<file path="src/rtl/alu8_pkg.sv">
package alu8_pkg;
  localparam logic [3:0] OP_ADD = 4'd0;
  localparam logic [3:0] OP_ADC = 4'd1;
  localparam logic [3:0] OP_SUB = 4'd2;
  localparam logic [3:0] OP_SBB = 4'd3;
  localparam logic [3:0] OP_INC = 4'd4;
  localparam logic [3:0] OP_DEC = 4'd5;
  localparam logic [3:0] OP_AND = 4'd6;
  localparam logic [3:0] OP_XOR = 4'd7;
  localparam logic [3:0] OP_OR  = 4'd8;
  localparam logic [3:0] OP_CMP = 4'd9;

  typedef struct packed {
    logic s;
    logic z;
    logic ac;
    logic p;
    logic cy;
  } flags_t;
endpackage

</file>
<file path="src/rtl/alu8_nib_adder.sv">
module alu8_nib_adder #(
  parameter int DATA_W = 8,
  parameter int NIB_W  = 4
) (
  input  logic [DATA_W-1:0] a,
  input  logic [DATA_W-1:0] b,
  input  logic              cin,
  output logic [DATA_W-1:0] sum,
  output logic              cout,
  output logic              half_cy
);
  localparam int N_NIB = DATA_W / NIB_W;

  logic [N_NIB:0] chain;
  assign chain[0] = cin;

  for (genvar g = 0; g < N_NIB; g++) begin : g_nib
    logic [NIB_W:0] part;
    assign part = {1'b0, a[g*NIB_W +: NIB_W]} + {1'b0, b[g*NIB_W +: NIB_W]}
                + {{NIB_W{1'b0}}, chain[g]};
    assign sum[g*NIB_W +: NIB_W] = part[NIB_W-1:0];
    assign chain[g+1] = part[NIB_W];
  end

  assign cout    = chain[N_NIB];
  assign half_cy = chain[1];
endmodule

</file>
<file path="src/rtl/alu8_flag_codec.sv">
module alu8_flag_codec
  import alu8_pkg::*;
(
  input  flags_t     cur,
  input  logic [7:0] byte_in,
  output logic [7:0] byte_out,
  output flags_t     unpacked
);
  assign byte_out = {cur.s, cur.z, 1'b0, cur.ac, 1'b0, cur.p, 1'b1, cur.cy};

  assign unpacked.s  = byte_in[7];
  assign unpacked.z  = byte_in[6];
  assign unpacked.ac = byte_in[4];
  assign unpacked.p  = byte_in[2];
  assign unpacked.cy = byte_in[0];
endmodule

</file>
<file path="src/rtl/alu8_cond_eval.sv">
module alu8_cond_eval
  import alu8_pkg::*;
(
  input  flags_t     cur,
  input  logic [2:0] code,
  output logic       hit
);
  logic raw;
  always_comb begin
    case (code[2:1])
      2'd0:    raw = cur.z;
      2'd1:    raw = cur.cy;
      2'd2:    raw = cur.p;
      default: raw = cur.s;
    endcase
    hit = code[0] ? raw : ~raw;
  end
endmodule

</file>
<file path="src/rtl/alu8_flag_unit.sv">
module alu8_flag_unit
  import alu8_pkg::*;
#(
  parameter int DATA_W = 8,
  parameter int NIB_W  = 4
) (
  input  logic              clk,
  input  logic              rst_n,
  input  logic [3:0]        op_sel,
  input  logic [DATA_W-1:0] acc_in,
  input  logic [DATA_W-1:0] opnd_in,
  input  logic              flag_wr,
  input  logic              flag_ld,
  input  logic [7:0]        flag_byte_in,
  input  logic [2:0]        cond_code,
  output logic [DATA_W-1:0] result,
  output logic              acc_wr,
  output logic [4:0]        flags_nxt,
  output logic [4:0]        flags,
  output logic [7:0]        status_byte,
  output logic              cond_true
);
  localparam logic [DATA_W-1:0] ONE = DATA_W'(1);

  logic [1:0] rst_sync;
  logic       rst_q_n;
  always_ff @(posedge clk or negedge rst_n) begin
    if (!rst_n) rst_sync <= 2'b00;
    else        rst_sync <= {rst_sync[0], 1'b1};
  end
  assign rst_q_n = rst_sync[1];

  flags_t fq, fd, f_unp;
  logic [DATA_W-1:0] add_a, add_b, add_sum;
  logic add_inv, add_cin, add_cout, add_hc;

  always_comb begin
    add_a   = acc_in;
    add_b   = opnd_in;
    add_inv = 1'b0;
    add_cin = 1'b0;
    case (op_sel)
      OP_ADC:         add_cin = fq.cy;
      OP_SUB, OP_CMP: begin add_inv = 1'b1; add_cin = 1'b1;   end
      OP_SBB:         begin add_inv = 1'b1; add_cin = ~fq.cy; end
      OP_INC:         begin add_a = opnd_in; add_b = ONE; end
      OP_DEC:         begin add_a = opnd_in; add_b = ONE; add_inv = 1'b1; add_cin = 1'b1; end
      default: ;
    endcase
  end

  alu8_nib_adder #(.DATA_W(DATA_W), .NIB_W(NIB_W)) i_add (
    .a(add_a), .b(add_inv ? ~add_b : add_b), .cin(add_cin),
    .sum(add_sum), .cout(add_cout), .half_cy(add_hc)
  );

  logic known;
  always_comb begin
    known  = 1'b1;
    result = add_sum;
    fd     = fq;
    case (op_sel)
      OP_ADD, OP_ADC: begin fd.cy = add_cout;  fd.ac = add_hc; end
      OP_SUB, OP_SBB, OP_CMP: begin fd.cy = ~add_cout; fd.ac = add_hc; end
      OP_INC, OP_DEC: fd.ac = add_hc;
      OP_AND: begin result = acc_in & opnd_in; fd.cy = 1'b0; fd.ac = 1'b0; end
      OP_XOR: begin result = acc_in ^ opnd_in; fd.cy = 1'b0; fd.ac = 1'b0; end
      OP_OR:  begin result = acc_in | opnd_in; fd.cy = 1'b0; fd.ac = 1'b0; end
      default: begin known = 1'b0; result = '0; end
    endcase
    if (known) begin
      fd.s = result[DATA_W-1];
      fd.z = (result == '0);
      fd.p = ~^result;
    end
  end

  assign acc_wr = known && (op_sel != OP_CMP);

  alu8_flag_codec i_codec (
    .cur(fq), .byte_in(flag_byte_in), .byte_out(status_byte), .unpacked(f_unp)
  );

  alu8_cond_eval i_cond (.cur(fq), .code(cond_code), .hit(cond_true));

  flags_t f_next;
  always_comb begin
    f_next = fq;
    if (flag_ld)      f_next = f_unp;
    else if (flag_wr) f_next = fd;
  end

  always_ff @(posedge clk or negedge rst_q_n) begin
    if (!rst_q_n) fq <= '0;
    else          fq <= f_next;
  end

  assign flags     = fq;
  assign flags_nxt = fd;
endmodule

</file>
<file path="config.mk">
export PLATFORM = sky130hd
export DESIGN_NAME = alu8_flag_unit
export DESIGN_NICKNAME = d
export VERILOG_FILES = /design/src/rtl/alu8_pkg.sv /design/src/rtl/alu8_nib_adder.sv /design/src/rtl/alu8_flag_codec.sv /design/src/rtl/alu8_cond_eval.sv /design/src/rtl/alu8_flag_unit.sv
export SDC_FILE = /design/constraint.sdc
export NUM_CORES = 1
export LEC_CHECK = 0
export BUFFER_PORTS_ARGS = -buffer_cell sky130_fd_sc_hd__buf_2
export CAP_MARGIN = 10
export CELL_PAD_IN_SITES_DETAIL_PLACEMENT = 0
export CELL_PAD_IN_SITES_GLOBAL_PLACEMENT = 1
export CORE_MARGIN = 2
export CORE_UTILIZATION = 35
export CTS_CLUSTER_DIAMETER = 200
export DETAILED_ROUTE_END_ITERATION = 8
export MAX_ROUTING_LAYER = met4
export PLACE_DENSITY = 0.89
export SLEW_MARGIN = 20
export SYNTH_ARGS = -nofsm -noshare
export SYNTH_HDL_FRONTEND = slang
export SYNTH_HIERARCHICAL = 1
export SYNTH_SLANG_ARGS = --single-unit
</file>
<file path="constraint.sdc">
create_clock -name clk -period 14.3 [get_ports clk]
set_input_delay 2.145 -clock clk [delete_from_list [all_inputs] [get_ports clk]]
set_output_delay 2.145 -clock clk [all_outputs]
set_load 0.005 [all_outputs]
</file>
==> run_results.csv <==
group,metric,value,unit
run_status,status,"finished, final reports clean",
routing,wl_per_cell,11.4,microns
grt,grt_max_degree,18,
finish,area_growth,16.0,%
clocking,cts_hold_buffers,0,
placed_design,pre_cts_slack,5.58,ns
finish,drive_gt1_share,24.3,%
run,max-cap-violations,0,
sta,finalHoldViolCount,0,
grt,grt_pass1_wl,6380,microns
die,die_x,73.9,microns
synthesis,netlist_top_cells_count,"inv_1 (34), nand2_1 (32), ha_1 (26)",
clocking,cts_root_buf,"clkbuf_8",
power,peakVddDrop,0.0340,mV
synthesis,synth-edff-count,0,
power,seqPwrFrac,16.8,%
setup_path,start_kind,"input port",
sta,skew,0.000520,ns
finish,final_util,41.9,%
power,p_comb_share,65.4,%
grt,grt_overflow,0,
setup_path,r2r_slack,10.45,ns
routing,wl,3790,microns
clocking,cts_tree,"yes",
die,std_cell_rows,25,
finish,fin_nets,333,
synthesis,ys_seq_area_share,10.3,%
setup_path,cp.required,12.15,ns
routing,drt-initial-drc-count,63,
routing,firstDrtPassIters,4,
grt,grt_antenna_before_repair,0,
grt,grt_pass1_vias,1442,
finish,multi_input_area,1270,sq um
routing,via_count,1568,
placed_design,numPortBuffers,56,
finish,nFillCells,487,
routing,via_per_inst,4.69,
synthesis,syn-cell-area,1710,sq um
routing,antenna_left,0,
sta,min_period_over_period,60.9,%
placed_design,dp_hpwl,3120,microns
clocking,clk-insertion-delay-late,0.23,ns
clocking,cts_num_sinks,7,
sta,fin_tns_setup,0,ns
die,start_util,36.2,%
synthesis,synth_cell_types,33,
clocking,cts_repair_resize_count,0,
sta,setup_violations,0,
die,io_pins,63,
die,coreArea,4720,sq um
synthesis,ys.flop_type,"dfrtp_1",
synthesis,netlist.area_leader.share,19.0,%
synthesis,synth_warnings,6,
clocking,clkTransAtPathRegs,0.04,ns
power,switching_power,0.0000642,W
placed_design,place_congestion,0.789,
power,pwr-share-clk,17.8,%
sta,slew_viol_final,0,
setup_path,cp-end-kind,"output pin",
power,power_leakage,1.12,nW
sta,finalHoldWorstSlack,0.0961,ns
setup_path,path_cells,"buf_2 > nand2b_1 > nor2_1 > nor2_1 > xor2_1 > inv_1 > fa_1 > inv_1 > fa_1 > a21o_1 > a21o_1 > fa_1 > inv_1 > fa_1 > inv_1 > a21oi_1 > ha_1 > xnor2_1 > xnor2_1 > nand2_1 > nand2_1 > buf_2",
die,dieArea,5450,sq um
sta,tightest_slew,0.911,ns
setup_path,crit_path_top_delay_cell,"nor2_1",
clocking,postCtsSetupBuffers,0,
finish,finish.cell_count_without_fillers,334,
placed_design,dpl.cell_count,330,
sta,max_freq,115,MHz
power,p_sw_share,41.5,%
clocking,clk_path_buf_depth,2,
synthesis,synth.top_cells.by_area,"ha_1 (19%), dfrtp_1 (10%), inv_1 (7.5%)",
setup_path,crit_fanout,17,
sta,slew_headroom,39.0,%
sta,setup_ws,5.59,ns
grt,grt_use_total,15.1,%
setup_path,critPathKind,"in -> out",
clocking,numCtsBuffers,3,
synthesis,postSynthAreaPerCell,7.49,sq um
clocking,htreeDepth,1,
synthesis,syn-instance-count,228,
finish,seq_area,175,sq um
setup_path,critPathArrivalTime,6.56,ns
routing,drcViolationCount,0,
hold_path,hp-class,"reg -> async",
synthesis,synth-seq-cells,7,
synthesis,ys_async_sr_fraction,100,%
power,p_per_area,78.2,nW/um^2
finish,antenna_cells,0,
sta,layout_min_cycle_time,8.71,ns
synthesis,post-synth-top-count-cell,"inv_1",
setup_path,cp_slowest_stage_delay,0.71,ns
synthesis,yosys.area.top_type,"ha_1",
die,fp.dieH,73.9,microns
power,p_int,0.0000906,W
sta,rsz0062_at_grt,"false",
per-stage QoR:
step | power (W) | cell area (sq um)
2_1_floorplan | 0.0000998 | 1710
3_3_place_gp | 0.000126 | 1940
3_5_place_dp | 0.000129 | 1940
4_1_cts | 0.000157 | 1980
5_1_grt | 0.000174 | 1980
6_report | 0.000155 | 1980
final cells by class:
class,instances,area share [%]
Multi-Input combinational cell,166,64.1
Timing Repair Buffer,56,14.2
Sequential cell,7,8.84
Inverter,34,6.44
Tap cell,67,4.23
Clock buffer,4,2.27
logic make-up (layout without fill, tap and decap cells):
group | count (synthesis) | after routing | synth area share, %
muxes | 11 | 11 | 7.18
DFF | 7 | 7 | 10.3
other | 3 | 4 | 0.659
adders and majority gates | 30 | 30 | 23.7
xor gates and xnor gates | 17 | 17 | 8.72
buffers and inverters | 56 | 94 | 15.7
AOI/OAI and AO/OA | 51 | 51 | 19.5
and+or+nand+nor | 53 | 53 | 14.3
state kept, by name (all words and copies together), names as in the netlist:
register and flops:
rst_sync 2, flags 5
power by group through the flow:
| stage | combinational, W | clock [W] | sequential, W |
|---|---|---|---|
| 4_1_cts | 0.000103 | 0.0000285 | 0.0000260 |
| 3_3_place_gp | 0.000100 | 0 | 0.0000261 |
| 2_1_floorplan | 0.0000740 | 0 | 0.0000258 |
| 6_report | 0.000101 | 0.0000276 | 0.0000260 |
| 5_1_grt | 0.000117 | 0.0000303 | 0.0000267 |
| 3_5_place_dp | 0.000102 | 0 | 0.0000263 |
layer usage:
layer / vias up / GRT usage (%) / share of wire (%)
li1: 814 / - / -
met1: 715 / 19.7 / 44
met2: 37 / 25.6 / 50
met3: 2 / 2.33 / 5.0
met4: 0 / 1.21 / 0.37
met5: - / - / 0
cells in the final DEF, fill, tap and decap left out, types with 5 or more instances in the layout:
cell type / instances
o22ai_1: 8
a21o_1: 5
o21ai_0: 13
mux2i_1: 10
xor2_1: 10
nor2_1: 7
inv_1: 34
buf_2: 56
nand2_1: 32
ha_1: 26
dfrtp_1: 7
xnor2_1: 7
a21oi_1: 11
path summary, 6_finish.rpt:
path | startpoint | end | cells past startpoint
setup / recovery | op_sel[3] | flags_nxt[1] | 22
max in group asynchronous | rst_n | rst_sync[0]$_DFF_PN0_ | 1
setup reg to reg | flags[0]$_DFFE_PN0P_ | flags[1]$_DFFE_PN0P_ | 20
hold reg to reg | rst_sync[1]$_DFF_PN0_ | flags[2]$_DFFE_PN0P_ | 0
hold / removal | rst_sync[1]$_DFF_PN0_ | flags[2]$_DFFE_PN0P_ | 0
min in group clk | rst_sync[0]$_DFF_PN0_ | rst_sync[1]$_DFF_PN0_ | 0
critical path: cells and delay by family:
family          cells  cell delay [ns]
fa+ha+maj           5             1.67
simple gates        5             1.19
buf+inv             6             0.58
xor+xnor            3             0.50
compound gates      3             0.46
No activity file was read; power rests on OpenSTA's default activity.
